**config.mk**
```make
export PLATFORM = sky130hd
export DESIGN_NAME = bus_initiator
export DESIGN_NICKNAME = d
export VERILOG_FILES = /design/src/rtl/bus_initiator.sv
export SDC_FILE = /design/constraint.sdc
export NUM_CORES = 1
export LEC_CHECK = 0
export BUFFER_PORTS_ARGS = -buffer_cell sky130_fd_sc_hd__buf_2
export CAP_MARGIN = 20
export CORE_MARGIN = 2
export CORE_UTILIZATION = 49
export CTS_BUF_LIST = sky130_fd_sc_hd__clkbuf_16
export DETAILED_ROUTE_END_ITERATION = 12
export MAX_ROUTING_LAYER = met4
export PLACE_DENSITY = 0.86
export SYNTH_ARGS = -nofsm -noshare
export SYNTH_HDL_FRONTEND = slang
export SYNTH_SLANG_ARGS = --single-unit
```
**constraint.sdc**
```tcl
create_clock -name clk -period 2.5 [get_ports clk]
set_input_delay 0.375 -clock clk [delete_from_list [all_inputs] [get_ports clk]]
set_output_delay 0.375 -clock clk [all_outputs]
set_load 0.02 [all_outputs]
```
**src/rtl/bus_initiator.sv**
```systemverilog
module bus_initiator #(
  parameter int LEN_W      = 8,
  parameter int DSEL_LIMIT = 6
) (
  input  logic             clk,
  input  logic             rst_n,
  input  logic             req_valid,
  output logic             req_ready,
  input  logic [3:0]       req_cmd,
  input  logic [31:0]      req_addr,
  input  logic [LEN_W-1:0] req_len,
  output logic [LEN_W-1:0] ph_idx,
  input  logic [31:0]      wr_data,
  input  logic [3:0]       ph_be,
  output logic [31:0]      rd_data,
  output logic             rd_valid,
  output logic             done,
  output logic [1:0]       status,
  output logic             bus_req_n,
  input  logic             bus_gnt_n,
  output logic             frame_n_o,
  output logic             frame_oe,
  input  logic             frame_n_i,
  output logic             irdy_n_o,
  output logic             irdy_oe,
  input  logic             irdy_n_i,
  input  logic             trdy_n_i,
  input  logic             devsel_n_i,
  input  logic             stop_n_i,
  output logic [31:0]      ad_o,
  output logic             ad_oe,
  input  logic [31:0]      ad_i,
  output logic [3:0]       cbe_n_o,
  output logic             cbe_oe,
  output logic             par_o,
  output logic             par_oe
);

  localparam int TW = $clog2(DSEL_LIMIT + 1);
  localparam logic [1:0] END_OK = 2'd0, END_STOP = 2'd1, END_MABT = 2'd2, END_TABT = 2'd3;

  typedef enum logic [2:0] {S_IDLE, S_REQ, S_ADDR, S_DATA, S_FIN, S_TURN, S_DONE} st_t;

  st_t              st;
  logic [3:0]       cmd_q;
  logic [31:0]      addr_q;
  logic [LEN_W-1:0] left_q, idx_q;
  logic [TW-1:0]    tmr_q;
  logic             seen_q;
  logic [1:0]       status_q;
  logic [31:0]      rd_data_q;
  logic             rd_valid_q, par_q, par_oe_q;

  wire in_data = (st == S_DATA);
  wire is_wr   = cmd_q[0];
  wire last    = (left_q <= LEN_W'(1));
  wire t_abort = in_data && !stop_n_i && devsel_n_i;
  wire t_stop  = in_data && !stop_n_i && !devsel_n_i;
  wire xfer    = in_data && !trdy_n_i && !t_abort;
  wire fin_ok  = xfer && last && stop_n_i;
  wire m_abort = in_data && !seen_q && devsel_n_i && stop_n_i && (tmr_q == TW'(DSEL_LIMIT - 1));
  wire finish  = t_abort || t_stop || fin_ok || m_abort;

  assign req_ready = (st == S_IDLE);
  assign bus_req_n = !(st == S_REQ || st == S_ADDR);
  assign frame_oe  = (st == S_ADDR) || in_data || (st == S_FIN) || (st == S_TURN);
  assign irdy_oe   = frame_oe;
  assign frame_n_o = !((st == S_ADDR) || (in_data && !last));
  assign irdy_n_o  = !(in_data || (st == S_FIN));
  assign ad_oe     = (st == S_ADDR) || ((in_data || st == S_FIN) && is_wr);
  assign ad_o      = (st == S_ADDR) ? addr_q : wr_data;
  assign cbe_oe    = (st == S_ADDR) || in_data || (st == S_FIN);
  assign cbe_n_o   = (st == S_ADDR) ? cmd_q : ~ph_be;
  assign par_o     = par_q;
  assign par_oe    = par_oe_q;
  assign ph_idx    = idx_q;
  assign rd_data   = rd_data_q;
  assign rd_valid  = rd_valid_q;
  assign done      = (st == S_DONE);
  assign status    = status_q;

  always_ff @(posedge clk or negedge rst_n) begin
    if (!rst_n) begin
      st         <= S_IDLE;
      cmd_q      <= '0;
      addr_q     <= '0;
      left_q     <= '0;
      idx_q      <= '0;
      tmr_q      <= '0;
      seen_q     <= 1'b0;
      status_q   <= END_OK;
      rd_data_q  <= '0;
      rd_valid_q <= 1'b0;
      par_q      <= 1'b0;
      par_oe_q   <= 1'b0;
    end else begin
      par_q      <= ^{ad_o, cbe_n_o};
      par_oe_q   <= ad_oe;
      rd_valid_q <= xfer && !is_wr;
      if (xfer && !is_wr) rd_data_q <= ad_i;
      case (st)
        S_IDLE: if (req_valid) begin
          cmd_q  <= req_cmd;
          addr_q <= req_addr;
          left_q <= req_len;
          st     <= S_REQ;
        end
        S_REQ: if (!bus_gnt_n && frame_n_i && irdy_n_i) st <= S_ADDR;
        S_ADDR: begin
          idx_q  <= '0;
          tmr_q  <= '0;
          seen_q <= 1'b0;
          st     <= S_DATA;
        end
        S_DATA: begin
          if (!devsel_n_i) seen_q <= 1'b1;
          else if (!seen_q) tmr_q <= tmr_q + TW'(1);
          if (xfer) begin
            idx_q  <= idx_q + LEN_W'(1);
            left_q <= left_q - LEN_W'(1);
          end
          if (t_abort)      status_q <= END_TABT;
          else if (t_stop)  status_q <= END_STOP;
          else if (m_abort) status_q <= END_MABT;
          else              status_q <= END_OK;
          if (finish) st <= last ? S_TURN : S_FIN;
        end
        S_FIN:  st <= S_TURN;
        S_TURN: st <= S_DONE;
        S_DONE: st <= S_IDLE;
        default: st <= S_IDLE;
      endcase
    end
  end

  assert_idle_quiet_R1: assert property (@(posedge clk) disable iff (!rst_n)
    req_ready |-> !(frame_oe || irdy_oe || ad_oe || cbe_oe || par_oe || done));

  assert_frame_after_grant_R2: assert property (@(posedge clk) disable iff (!rst_n)
    $rose(frame_oe) |-> ($past(!bus_gnt_n) && $past(frame_n_i) && $past(irdy_n_i)));

  assert_irdy_in_frame_R4: assert property (@(posedge clk) disable iff (!rst_n)
    (irdy_oe && !irdy_n_o) |-> frame_oe);

  assert_read_word_handshake_R5: assert property (@(posedge clk) disable iff (!rst_n)
    rd_valid |-> $past(!trdy_n_i && irdy_oe && !irdy_n_o && !ad_oe));

  assert_frame_release_R11: assert property (@(posedge clk) disable iff (!rst_n)
    ($rose(frame_n_o) && frame_oe) |-> !irdy_n_o);

  assert_done_single_R12: assert property (@(posedge clk) disable iff (!rst_n)
    done |=> !done && req_ready);

endmodule

```
==> results of run 1 <==
[state kept, by name, summed over array words and instances, names as in the netlist]
register / flops
addr_q: 32
rd_valid: 1
left_q: 8
status: 2
rd_data: 32
par_oe: 1
tmr_q: 3
cmd_q: 4
ph_idx: 8
st: 3
seen_q: 1
par_o: 1
[power groups by stage]
stage	combinational (mW)	clock, mW	sequential [mW]
2_1_floorplan	3.09	0	3.10
3_3_place_gp	4.39	0	2.82
3_5_place_dp	4.53	0	2.89
4_1_cts	4.57	1.36	2.87
5_1_grt	4.90	1.43	2.98
6_report	4.54	1.32	2.87
[cells by family after synthesis]
group	count (synthesis)
AO/OA/AOI/OAI	44
XOR/XNOR	73
adder cells (fa/ha/maj)	5
buffers and inverters	31
flip-flops	96
multiplexers	74
AND/OR/NAND/NOR	174
[repair_timing]
action                                  4_1_cts  5_1_grt
cloned                                        0        1
gates resized for setup                       1        0
endpoints found under the setup margin       14       13
[cell usage in the layout (no fill, tap or decap), types with 2 or more instances in the layout]
master and count:
sky130_fd_sc_hd__a211oi_1 2, sky130_fd_sc_hd__a21oi_1 13, sky130_fd_sc_hd__a31oi_1 2, sky130_fd_sc_hd__buf_12 4, sky130_fd_sc_hd__buf_2 209, sky130_fd_sc_hd__buf_4 4
sky130_fd_sc_hd__clkbuf_16 9, sky130_fd_sc_hd__clkinv_2 3, sky130_fd_sc_hd__clkinvlp_4 2, sky130_fd_sc_hd__dfrtp_1 96, sky130_fd_sc_hd__ha_1 5, sky130_fd_sc_hd__inv_1 8
sky130_fd_sc_hd__mux2_2 68, sky130_fd_sc_hd__mux2i_1 5, sky130_fd_sc_hd__nand2_1 111, sky130_fd_sc_hd__nand2b_1 3, sky130_fd_sc_hd__nand3_1 6, sky130_fd_sc_hd__nand4_1 2
sky130_fd_sc_hd__nor2_1 29, sky130_fd_sc_hd__nor2_2 3, sky130_fd_sc_hd__nor2b_1 2, sky130_fd_sc_hd__nor3_1 5, sky130_fd_sc_hd__nor3b_1 2, sky130_fd_sc_hd__nor4_1 2
sky130_fd_sc_hd__o21ai_0 17, sky130_fd_sc_hd__o21ai_1 2, sky130_fd_sc_hd__or2_2 2, sky130_fd_sc_hd__xnor2_1 60, sky130_fd_sc_hd__xor2_1 12
[final timing paths]
| path | start | endpoint | slack, ps | depth (start not counted) |
|---|---|---|---|---|
| min reg2reg | status[0] | status[0] | 470 | 2 |
| max in group asynchronous | rst_n | rd_data[1] | 1750 | 2 |
| max | st[1] | cbe_n_o[2] | 190 | 4 |
| min in group clk | req_len[0] | left_q[0] | 260 | 3 |
| max reg2reg | st[0] | rd_data[8] | 320 | 5 |
| min | rst_n | addr_q[31] | 50 | 1 |
[worst max-delay path: stages (launching register included)]
cell and delay (ps):
sky130_fd_sc_hd__dfrtp_1 550, sky130_fd_sc_hd__nand2b_4 140, sky130_fd_sc_hd__or2_2 490, sky130_fd_sc_hd__a21oi_1 240, sky130_fd_sc_hd__buf_2 190
[cell type report]
type                    instances  area (um2)
clock buffers                   9         225
multi-input cells             371        2570
fillers                       839        3620
flip-flops and latches         96        2400
well taps                     136         170
clock inverters                 7        63.8
diodes                          1        2.50
repair buffers                217        1160
inverters                       7        26.3
[through the flow]
stage | power (mW) | worst slack (ps) | hold WS, ps | instances
2_1_floorplan | 6.18 | 455 | 79.4 | 497
3_3_place_gp | 7.21 | 280 | 430 | 826
3_5_place_dp | 7.42 | 137 | 439 | 826
4_1_cts | 8.80 | 101 | 77.8 | 842
5_1_grt | 9.31 | 18.0 | 109 | 844
6_report | 8.73 | 188 | 49.9 | 844
[routing by layer]
layer | track usage | share of wire | vias to the layer above | wire, um
met5 | - | 0 | - | 0
met1 | 0.275 | 0.40 | 2090 | 5050
met2 | 0.403 | 0.52 | 142 | 6540
met4 | 0.0855 | 0.024 | 0 | 301
met3 | 0.0325 | 0.050 | 26 | 622
li1 | - | - | 2056 | -
==> results by group, run 1 <==
Synth
  • Post-synthesis async set-or-reset flop share: 1.00
  • Adder and majority cell fraction of the synthesized area: 0.0122
  • Synth Net Count: 623
  • Proportion of synthesized area in mux cells: 0.164
  • Post-synthesis instance area: 0.00511 mm2
  • Number of warnings reported in the yosys synthesis log: 0
  • Number of distinct library cells after synthesis: 45
  • Fraction of the yosys area taken by sequential cells: 0.470
  • Top-count cell post-synth: sky130_fd_sc_hd__nand2_1
  • Complex-gate fraction of the synthesized area: 0.0505
  • Syn_area_per_cell: just over 10 um2
  • Most frequently used flop master after synthesis: sky130_fd_sc_hd__dfrtp_1
  • Number of flip-flops and latches in the synthesized netlist: 96
  • Main area contributors after synthesis: sky130_fd_sc_hd__dfrtp_1, sky130_fd_sc_hd__mux2_2, sky130_fd_sc_hd__xnor2_1, sky130_fd_sc_hd__nand2_1, sky130_fd_sc_hd__nor2_1
  • Most instantiated cells after synthesis: sky130_fd_sc_hd__nand2_1, sky130_fd_sc_hd__dfrtp_1, sky130_fd_sc_hd__mux2_2
  • EDFF count, synth: 0
  • Library cell with the largest summed area after synthesis: sky130_fd_sc_hd__dfrtp_1
  • Cell count after synthesis: 497
  • Xor and xnor area share after synthesis: 0.128
  • Proportion of netlist area held by the largest area contributor: 0.470
  • Basic-gate share of the synthesized area counting and, or, nand and nor cells: 0.145
  • Main combinational cell family by area after synthesis: multiplexers

Setup path
  • Highest fanout seen on the critical path: 18
  • Data arrival time of the critical path: 1940 ps
  • Worst Path Required: ~2100 ps
  • Type of destination of the critical path: primary output
  • Category of the worst setup path launch point: flop
  • Crit Path Category: reg -> out

Die
  • Std-Cell Core Area: just over 0.01 mm2
  • Area of the die: about 0.011 mm2
  • Initial Util: 0.499
  • Height of the die: between 100 and 150 um
  • Number of placed I/O pins: 211
  • Chip width: approximately 110 um
  • Number of placement rows: 37

Clock network
  • Sinks on the clock net: 96
  • Post CTS Setup Buffer Count: 0
  • Clk Latency, worst-skew pair: approximately 330 ps
  • Clock Tree Buf Depth: 2
  • Number of clock buffers inserted by TritonCTS: 9
  • Clock root buffer master: sky130_fd_sc_hd__clkbuf_16
  • Post-CTS Hold Buffers: 0
  • Clock transition time at the flip-flop clock pins of the worst setup and hold paths: 60 ps
  • Depth of the CTS H-tree: 3
  • TritonCTS clock tree: done

Place
  • Cell area reported after detailed placement: between 0.006 and 0.007 mm2
  • Final weighted congestion in routability-driven placement: ~0.87
  • Half-perimeter wire length after detailed placement: between 9000 and 10000 um
  • IO buf count: 210

STA
  • Total setup violations reported at the end of the flow: 0
  • Maximum clock rate: about 0.43 GHz
  • Worst max-slew margin expressed relative to the limit: 0.571
  • Post-route clock period utilization: 0.925
  • Final Skew: 4.36 ps
  • Final hold viol count: 0
  • Max Slew Vio Count: 0
  • RSZ-0062 raised after global routing: no
  • Total negative slack for setup checks: 0 ps
  • Worst-Margin Slew: ~640 ps
  • Tmin final: ~2300 ps

GRT
  • Grt ovf: 0
  • First-pass GRT wire length: approximately 20000 um
  • Total GRT Usage: 0.232
  • Pin count of the biggest net entering global routing: a little over 50
  • Via count of the first global-routing pass: between 4000 and 5000
  • Number of antenna violations at the first check in global routing: 1

Routing
  • First-iteration detailed-routing DRC count: 208
  • Initial DRT Pass Iterations: 5
  • Vias after detailed routing: approximately 4300
  • Final routed wire length divided by cell count: between 10 and 15 um
  • Antenna violation net count after detailed routing: 0
  • DR DRC count: 0
  • Vias per inst: a little over 5
  • Post-detailed-routing wire length: ~13000 um

Power and ir drop
  • Clock Power Share: 0.152
  • Static Leakage: between 3 and 4 nW
  • P per Cell Area: approximately 1300 mW/mm2
  • Peak supply drop: approximately 700 uV
  • Sequential cell fraction of total power: 0.329
  • Fraction of power spent switching nets: 0.408
  • Internal power: 5.17 mW
  • NetSw: ~3.6 mW
  • Power share of the combinational group: 0.520

Job
  • Max capacitance violation total: 0

Worst hold path
  • Hold Path Class: in -> async

Layout
  • Fraction of layout cells with a size suffix above 1: 0.440
  • Utilization after layout: 0.647
  • Final Cell Area: 0.00662 mm2
  • Net total in the final layout: just over 800
  • Synth-to-Final Area Change: 29.5%

Status
  • Status: finished, final reports clean
Note: power is estimated with default switching activity, not from simulation.
==> inputs of run 2 (changes only) <==
--- a/config.mk
+++ b/config.mk
@@ -7,10 +7,10 @@
 export LEC_CHECK = 0
-export BUFFER_PORTS_ARGS = -buffer_cell sky130_fd_sc_hd__buf_2
 export CAP_MARGIN = 20
 export CORE_MARGIN = 2
-export CORE_UTILIZATION = 49
+export CORE_UTILIZATION = 60
 export CTS_BUF_LIST = sky130_fd_sc_hd__clkbuf_16
 export DETAILED_ROUTE_END_ITERATION = 12
+export DONT_BUFFER_PORTS = 1
 export MAX_ROUTING_LAYER = met4
-export PLACE_DENSITY = 0.86
+export PLACE_DENSITY = 0.81
 export SYNTH_ARGS = -nofsm -noshare
==> constraint.sdc (replaced) <==
create_clock -name clk -period 2.5 [get_ports clk]
set_input_delay 0.5 -clock clk [delete_from_list [all_inputs] [get_ports clk]]
set_output_delay 0.5 -clock clk [all_outputs]
set_load 0.02 [all_outputs]
==> run 2 against run 1 <==
  * Via count fell by 19%
  * Routed wire length fell by 8.6%
  * Clock power rose by 7%
  * Utilization rose by 3.0 points
  * Largest cell class unchanged
  * Critical path type unchanged
  * Maximum frequency fell by 0.81%
  * Critical path depth fell by 1
  * Combinational power fell by 21%
  * Power fell by 5.4%
  * Cell count fell by 28%
  * Global-route usage rose by 2.4 points
  * Count of clock-buffer cells in the layout did not move
  * The flow now finishes with violations (negative hold slack)
==> results by group, run 2 (synthesized netlist as in run 1, its figures left out) <==
Routing
  • Initial DRT Pass Iterations: 4 (-1)
  • Post-detailed-routing wire length: 11400 um (-8.6%)
  • Antenna violation net count after detailed routing: 0 (unchanged)
  • Vias after detailed routing: 3515 (-19%)
  • DR DRC count: 0 (unchanged)
  • Final routed wire length divided by cell count: 18.8 um (+27%)
  • Vias per inst: 5.78 (+13%)
  • First-iteration detailed-routing DRC count: 107 (-49%)

Place
  • Worst slack after detailed placement: -92.6 ps (-229 ps)
  • Half-perimeter wire length after detailed placement: 8320 um (-14%)
  • Count of placed standard cells including taps: 591 (-28%)
  • Final weighted congestion in routability-driven placement: 0.825 (-5.4%)
  • IO buf count: 0 (-100%)

Layout
  • Most common library cell in the layout ignoring fill and taps: sky130_fd_sc_hd__nand2_1
  • # diodes: 0 (-1)
  • Sequential cell area: 0.00240 mm2 (unchanged)
  • Fraction of layout cells with a size suffix above 1: 0.213 (-0.227)
  • Area of the multi-input gates: 0.00258 mm2 (+0.29%)
  • Synth-to-Final Area Change: 8.92%
  • Commonest cells after routing, fill and taps aside: sky130_fd_sc_hd__nand2_1, sky130_fd_sc_hd__dfrtp_1, sky130_fd_sc_hd__mux2_2
  • Net total in the final layout: 624 (-25%)
  • Count of non-filler cells in the finished layout: 608 (-28%)
  • Utilization after layout: 0.677 (+0.0305)
  • Number of fill cells: 626 (-25%)

Job
  • Max capacitance violation total: 0 (unchanged)

Setup path
  • Worst reg2reg path depth: 5 (unchanged)
  • Cells traversed along the worst timing path: or2_2, nor4_2, a21o_1
  • Highest fanout seen on the critical path: 4 (-14)
  • Category of the worst setup path launch point: flop
  • Largest stage delay on the critical path: 450 ps (-100 ps)
  • Type of destination of the critical path: primary output
  • Data arrival time of the critical path: 1830 ps (-110 ps)
  • Worst Path Required: 2000 ps (-120 ps)
  • Family of cells with the greatest summed delay on the critical path: simple AND/OR/NAND/NOR gates
  • FF-to-FF Start: st[1]
  • Sum of buffers and inverters on the critical path: 0 (-1)
  • FF-to-FF setup slack: 430 ps (+110 ps)
  • Standard cell with the maximum stage delay on the critical path: sky130_fd_sc_hd__nor4_2
  • R2r endpoint: rd_data[10]
  • Crit Path Category: reg -> out

Power and ir drop
  • Sequential cell fraction of total power: 0.396 (+0.067)
  • Power share of the combinational group: 0.433 (-0.087)
  • Fraction of power spent switching nets: 0.418 (+0.00954)
  • Static Leakage: 2.46 nW (-25%)
  • Clock Power Share: 0.170 (+0.018)
  • Peak supply drop: 853 uV (+22%)
  • P per Cell Area: 1480 mW/mm2 (+12%)
  • Total Power Consumption: 8.26 mW (-5.4%)
  • NetSw: 3.45 mW (-3.2%)
  • Internal power: 4.81 mW (-7.0%)

STA
  • Max Slew Vio Count: 0 (unchanged)
  • RSZ-0062 raised after global routing: no
  • Worst-Margin Slew: 659 ps (+15.6 ps)
  • Final Skew: 12.5 ps (+8.16 ps)
  • Total setup violations reported at the end of the flow: 0 (unchanged)
  • Maximum clock rate: 0.429 GHz (-0.81%)
  • Final hold viol count: 96 (+96)
  • Worst max-slew margin expressed relative to the limit: 0.558 (-0.0138)
  • Final Worst Setup Slack: 169 ps (-19.0 ps)
  • Post-route clock period utilization: 0.933 (+0.00759)
  • Tightest hold margin: -154 ps (-203 ps)
  • Tmin final: 2330 ps (+19.0 ps)

Status
  • Failing checks: negative hold slack
  • Status: complete, but fails checks

Clock network
  • Clock root buffer master: sky130_fd_sc_hd__clkbuf_16
  • Depth of the CTS H-tree: 3 (unchanged)
  • Sinks on the clock net: 96 (unchanged)
  • Post CTS Setup Buffer Count: 0 (unchanged)
  • Clock Tree Buf Depth: 2 (unchanged)
  • Clk Latency, worst-skew pair: 340 ps (about the same)
  • TritonCTS clock tree: done
  • Number of clock buffers inserted by TritonCTS: 9 (unchanged)
  • Clock transition time at the flip-flop clock pins of the worst setup and hold paths: 70 ps (about the same)

GRT
  • First-pass GRT wire length: 17200 um (-15%)
  • Number of antenna violations at the first check in global routing: 0 (-1)
  • Via count of the first global-routing pass: 3524 (-19%)
  • Total GRT Usage: 0.256 (+0.0240)
  • Grt ovf: 0 (unchanged)
  • Pin count of the biggest net entering global routing: 97 (+90%)

Die
  • Height of the die: 96.3 um (-9.3%)
  • Number of placement rows: 33 (-11%)
  • Initial Util: 0.622 (+0.122)
  • Area of the die: 0.00927 mm2 (-18%)
  • Number of placed I/O pins: 211 (unchanged)
  • Chip width: 96.3 um (-9.3%)
  • Std-Cell Core Area: 0.00822 mm2 (-20%)

Worst hold path
  • Hold Path Class: in -> async
[run 2: power groups by stage]
stage / clock network [mW] / logic [mW] / registers (mW)
4_1_cts: 1.43 / 3.61 / 3.28
3_5_place_dp: 0 / 3.57 / 3.30
2_1_floorplan: 0 / 3.09 / 3.10
3_3_place_gp: 0 / 3.45 / 3.24
5_1_grt: 1.50 / 3.95 / 3.37
6_report: 1.41 / 3.58 / 3.27
[run 2: worst register-to-register path: cells and delay by family, from the launching register on]
| family | cells | cell delay (ps) |
|---|---|---|
| and+or+nand+nor | 2 | 430 |
| muxes | 1 | 390 |
| DFF | 1 | 560 |
| buffers and inverters | 1 | 210 |
| AOI/OAI and AO/OA | 1 | 370 |
[run 2: final cells by class]
class / count / area share
multi-input cells: 371 / 0.463
flip-flops and latches: 96 / 0.432
repair buffers: 13 / 0.0220
inverters: 7 / 0.00472
clock buffers: 9 / 0.0405
well taps: 105 / 0.0236
clock inverters: 7 / 0.0142
[run 2: through the flow]
step	hold slack (ps)	cell area, um2	setup TNS (ps)
2_1_floorplan	204	5110	0
3_3_place_gp	207	5250	0
3_5_place_dp	207	5250	-92.6
4_1_cts	-161	5560	0
5_1_grt	-172	5560	0
6_report	-154	5560	0
[run 2: worst max-delay path by stage]
stage          startpoint          to  slack, ps  cells after the start
4_1_cts             st[1]       ad_oe         40                      3
3_5_place_dp        st[2]       ad_oe        -90                      3
2_1_floorplan       st[2]  cbe_n_o[0]        330                      6
3_3_place_gp        st[2]       ad_oe         60                      3
6_report        left_q[2]   frame_n_o        170                      3
5_1_grt             st[2]  cbe_n_o[2]         30                      5
[run 2: what timing repair did]
item                       in CTS  in global routing
setup endpoints to repair      38                 17
cloned                          1                  0
hold endpoints to repair       96                 96
resized for setup               1                  2
[run 2: metal layers]
layer / up-vias / part of all wire / global-route usage
met5: - / 0 / -
met4: 0 / 0.020 / 0.104
met3: 21 / 0.063 / 0.0587
met2: 132 / 0.52 / 0.433
met1: 1714 / 0.39 / 0.293
li1: 1648 / - / -
==> inputs of run 3 (changes only) <==
--- a/config.mk
+++ b/config.mk
@@ -7,3 +7,2 @@
 export LEC_CHECK = 0
-export CAP_MARGIN = 20
 export CORE_MARGIN = 2
@@ -15,2 +14,3 @@
 export PLACE_DENSITY = 0.81
+export SLEW_MARGIN = 20
 export SYNTH_ARGS = -nofsm -noshare
==> constraint.sdc (replaced) <==
create_clock -name clk -period 2.5 [get_ports clk]
set_input_delay 0.125 -clock clk [delete_from_list [all_inputs] [get_ports clk]]
set_output_delay 0.125 -clock clk [all_outputs]
set_load 0.02 [all_outputs]
==> run 3 against run 2 <==
  * Via count is 11% higher
  * Largest cell class unchanged
  * Global-route usage increased by 2.8 points
  * Cell count is 12% higher
  * Utilization increased by 9.2 points
  * Worst setup slack better by 56 ps
  * Clock skew fell by 3.8 ps
  * Die area unchanged
  * The flow now finishes without violations
  * Register-to-register slack lost 30 ps
  * Non-clock buffer count is 72 higher
  * Combinational power is 3% higher
==> results by group, run 3 (synthesized netlist as in run 1, its figures left out) <==
Routing
  • Antenna violation net count after detailed routing: 0 (unchanged)
  • Vias after detailed routing: 3886 (+11%)
  • Final routed wire length divided by cell count: 19.1 um (+1.5%)
  • Post-Route M1 WL: 4800 um (+6.7%)
  • Detail Route met3 WL: 846 um (+18%)
  • Max layer used: met4
  • Initial DRT Pass Iterations: 4 (unchanged)
  • First-iteration detailed-routing DRC count: 122 (+14%)
  • DR DRC count: 0 (unchanged)
  • Post-detailed-routing wire length: 13000 um (+13%)
  • Vias per inst: 5.72 (-1.0%)
  • Detailed route wirelength on metal2: 7010 um (+17%)

Clock network
  • Clock root buffer master: sky130_fd_sc_hd__clkbuf_16
  • Number of instances resized during post-cts repair: 0 (-1)
  • Clock Tree Buf Depth: 2 (unchanged)
  • Sinks on the clock net: 96 (unchanged)
  • Post CTS Setup Buffer Count: 0 (unchanged)
  • Number of clock buffers inserted by TritonCTS: 9 (unchanged)
  • Depth of the CTS H-tree: 3 (unchanged)
  • Clock transition time at the flip-flop clock pins of the worst setup and hold paths: 70 ps (about the same)
  • TritonCTS clock tree: done
  • Clk Latency, worst-skew pair: 340 ps (about the same)
  • Post-CTS Hold Buffers: 77

Die
  • Initial Util: 0.622 (unchanged)
  • Height of the die: 96.3 um (unchanged)
  • Area of the die: 0.00927 mm2 (unchanged)
  • Std-Cell Core Area: 0.00822 mm2 (unchanged)
  • Number of placement rows: 33 (unchanged)
  • Number of placed I/O pins: 211 (unchanged)
  • Chip width: 96.3 um (unchanged)

GRT
  • First-pass GRT wire length: 19200 um (+12%)
  • Pin count of the biggest net entering global routing: 97 (unchanged)
  • Grt ovf: 0 (unchanged)
  • Number of antenna violations at the first check in global routing: 0 (unchanged)
  • Via count of the first global-routing pass: 3997 (+13%)
  • Total GRT Usage: 0.284 (+0.0277)

Place
  • Half-perimeter wire length after detailed placement: 8310 um (-0.14%)
  • Final weighted congestion in routability-driven placement: 0.849 (+2.9%)
  • Count of placed standard cells including taps: 586 (-0.85%)
  • IO buf count: 0 (unchanged)

Setup path
  • Type of destination of the critical path: primary output
  • Cells traversed along the worst timing path: nand2b_4, or2_2, buf_4, a21oi_1
  • Crit Path Category: reg -> out
  • Largest stage delay on the critical path: 470 ps (+20 ps)
  • Standard cell with the maximum stage delay on the critical path: sky130_fd_sc_hd__dfrtp_1
  • Highest fanout seen on the critical path: 24 (+20)
  • Category of the worst setup path launch point: flop
  • Worst reg2reg path depth: 8 (+3)
  • Worst Path Required: 2380 ps (+380 ps)
  • Data arrival time of the critical path: 2150 ps (+320 ps)

Layout
  • Most common library cell in the layout ignoring fill and taps: sky130_fd_sc_hd__nand2_1
  • Utilization after layout: 0.769 (+0.0924)
  • Count of non-filler cells in the finished layout: 679 (+12%)
  • # diodes: 0 (unchanged)
  • Synth-to-Final Area Change: 23.8%
  • Net total in the final layout: 695 (+11%)
  • Commonest cells after routing, fill and taps aside: sky130_fd_sc_hd__nand2_1, sky130_fd_sc_hd__dfrtp_1, sky130_fd_sc_hd__dlygate4sd3_1
  • Fraction of layout cells with a size suffix above 1: 0.179 (-0.0333)

STA
  • Tmin final: 2280 ps (-55.5 ps)
  • Tightest hold margin: 4.80 ps (+158 ps)
  • Worst max-slew margin expressed relative to the limit: 0.454 (-0.103)
  • Total negative slack for setup checks: 0 ps (unchanged)
  • RSZ-0062 raised after global routing: no
  • Final hold viol count: 0 (-100%)
  • Max Slew Vio Count: 0 (unchanged)
  • Final Skew: 8.76 ps (-3.76 ps)
  • Total setup violations reported at the end of the flow: 0 (unchanged)
  • Worst-Margin Slew: 810 ps (+151 ps)
  • Maximum clock rate: 0.439 GHz (+2.4%)
  • Post-route clock period utilization: 0.910 (-0.0222)

Status
  • Status: finished, final reports clean

Power and ir drop
  • P per Cell Area: 1340 mW/mm2 (-9.9%)
  • Peak supply drop: 671 uV (-21%)
  • Total Power Consumption: 8.46 mW (+2.4%)
  • Static Leakage: 2.77 nW (+12%)

Worst hold path
  • Hold Path Class: in -> reg
  • Hold depth: 2

Job
  • Max capacitance violation total: 0 (unchanged)
[run 3: changes by cell type in the layout (fill, tap and decap cells not counted), moves of 2 or more]
cell,delta
sky130_fd_sc_hd__buf_4,-6
sky130_fd_sc_hd__dlygate4sd3_1,+76
sky130_fd_sc_hd__inv_6,+2
sky130_fd_sc_hd__or2_4,-2
[run 3: worst paths after layout]
check / startpoint / endpoint / slack [ps]
max reg2reg: st[0] / left_q[0] / 400
min: req_len[2] / left_q[2] / 5
min reg2reg: tmr_q[0] / tmr_q[0] / 530
min in group asynchronous: rst_n / left_q[3] / 380
max: st[2] / cbe_n_o[2] / 220
max in group asynchronous: rst_n / addr_q[19] / 1780
[run 3: critical path: cells and delay by family (launching register included)]
family                 cells  cell delay [ps]
AO/OA/AOI/OAI              1              460
flip-flops                 1              470
AND/OR/NAND/NOR            2              620
buffers and inverters      1              260
[run 3: per-layer routing]
metal | track usage | vias up
li1 | - | 1796
met1 | 0.302 | 1887
met2 | 0.512 | 174
met3 | 0.0611 | 29
met4 | 0.110 | 0
met5 | - | -
[run 3: cell type report]
class	count	area [um2]
clock buffer	9	225
clock inverter	7	86.3
fill	524	1890
inverter	7	26.3
multi-input combinational	370	2560
sequential	96	2400
tap	105	131
timing repair buffer	85	886
[run 3: report_power, final]
group	internal [mW]	switching (mW)
logic	1.80	1.91
registers	2.27	1.04
clock network	0.798	0.651
[run 3: through the flow]
| stage | setup WS [ps] | area, um2 |
|---|---|---|
| final | 224 | 6320 |
| after global routing | 111 | 6320 |
| after CTS | 244 | 6320 |
| after detailed placement | 435 | 5220 |
| after global placement | 511 | 5220 |
| after floorplan | 687 | 5110 |
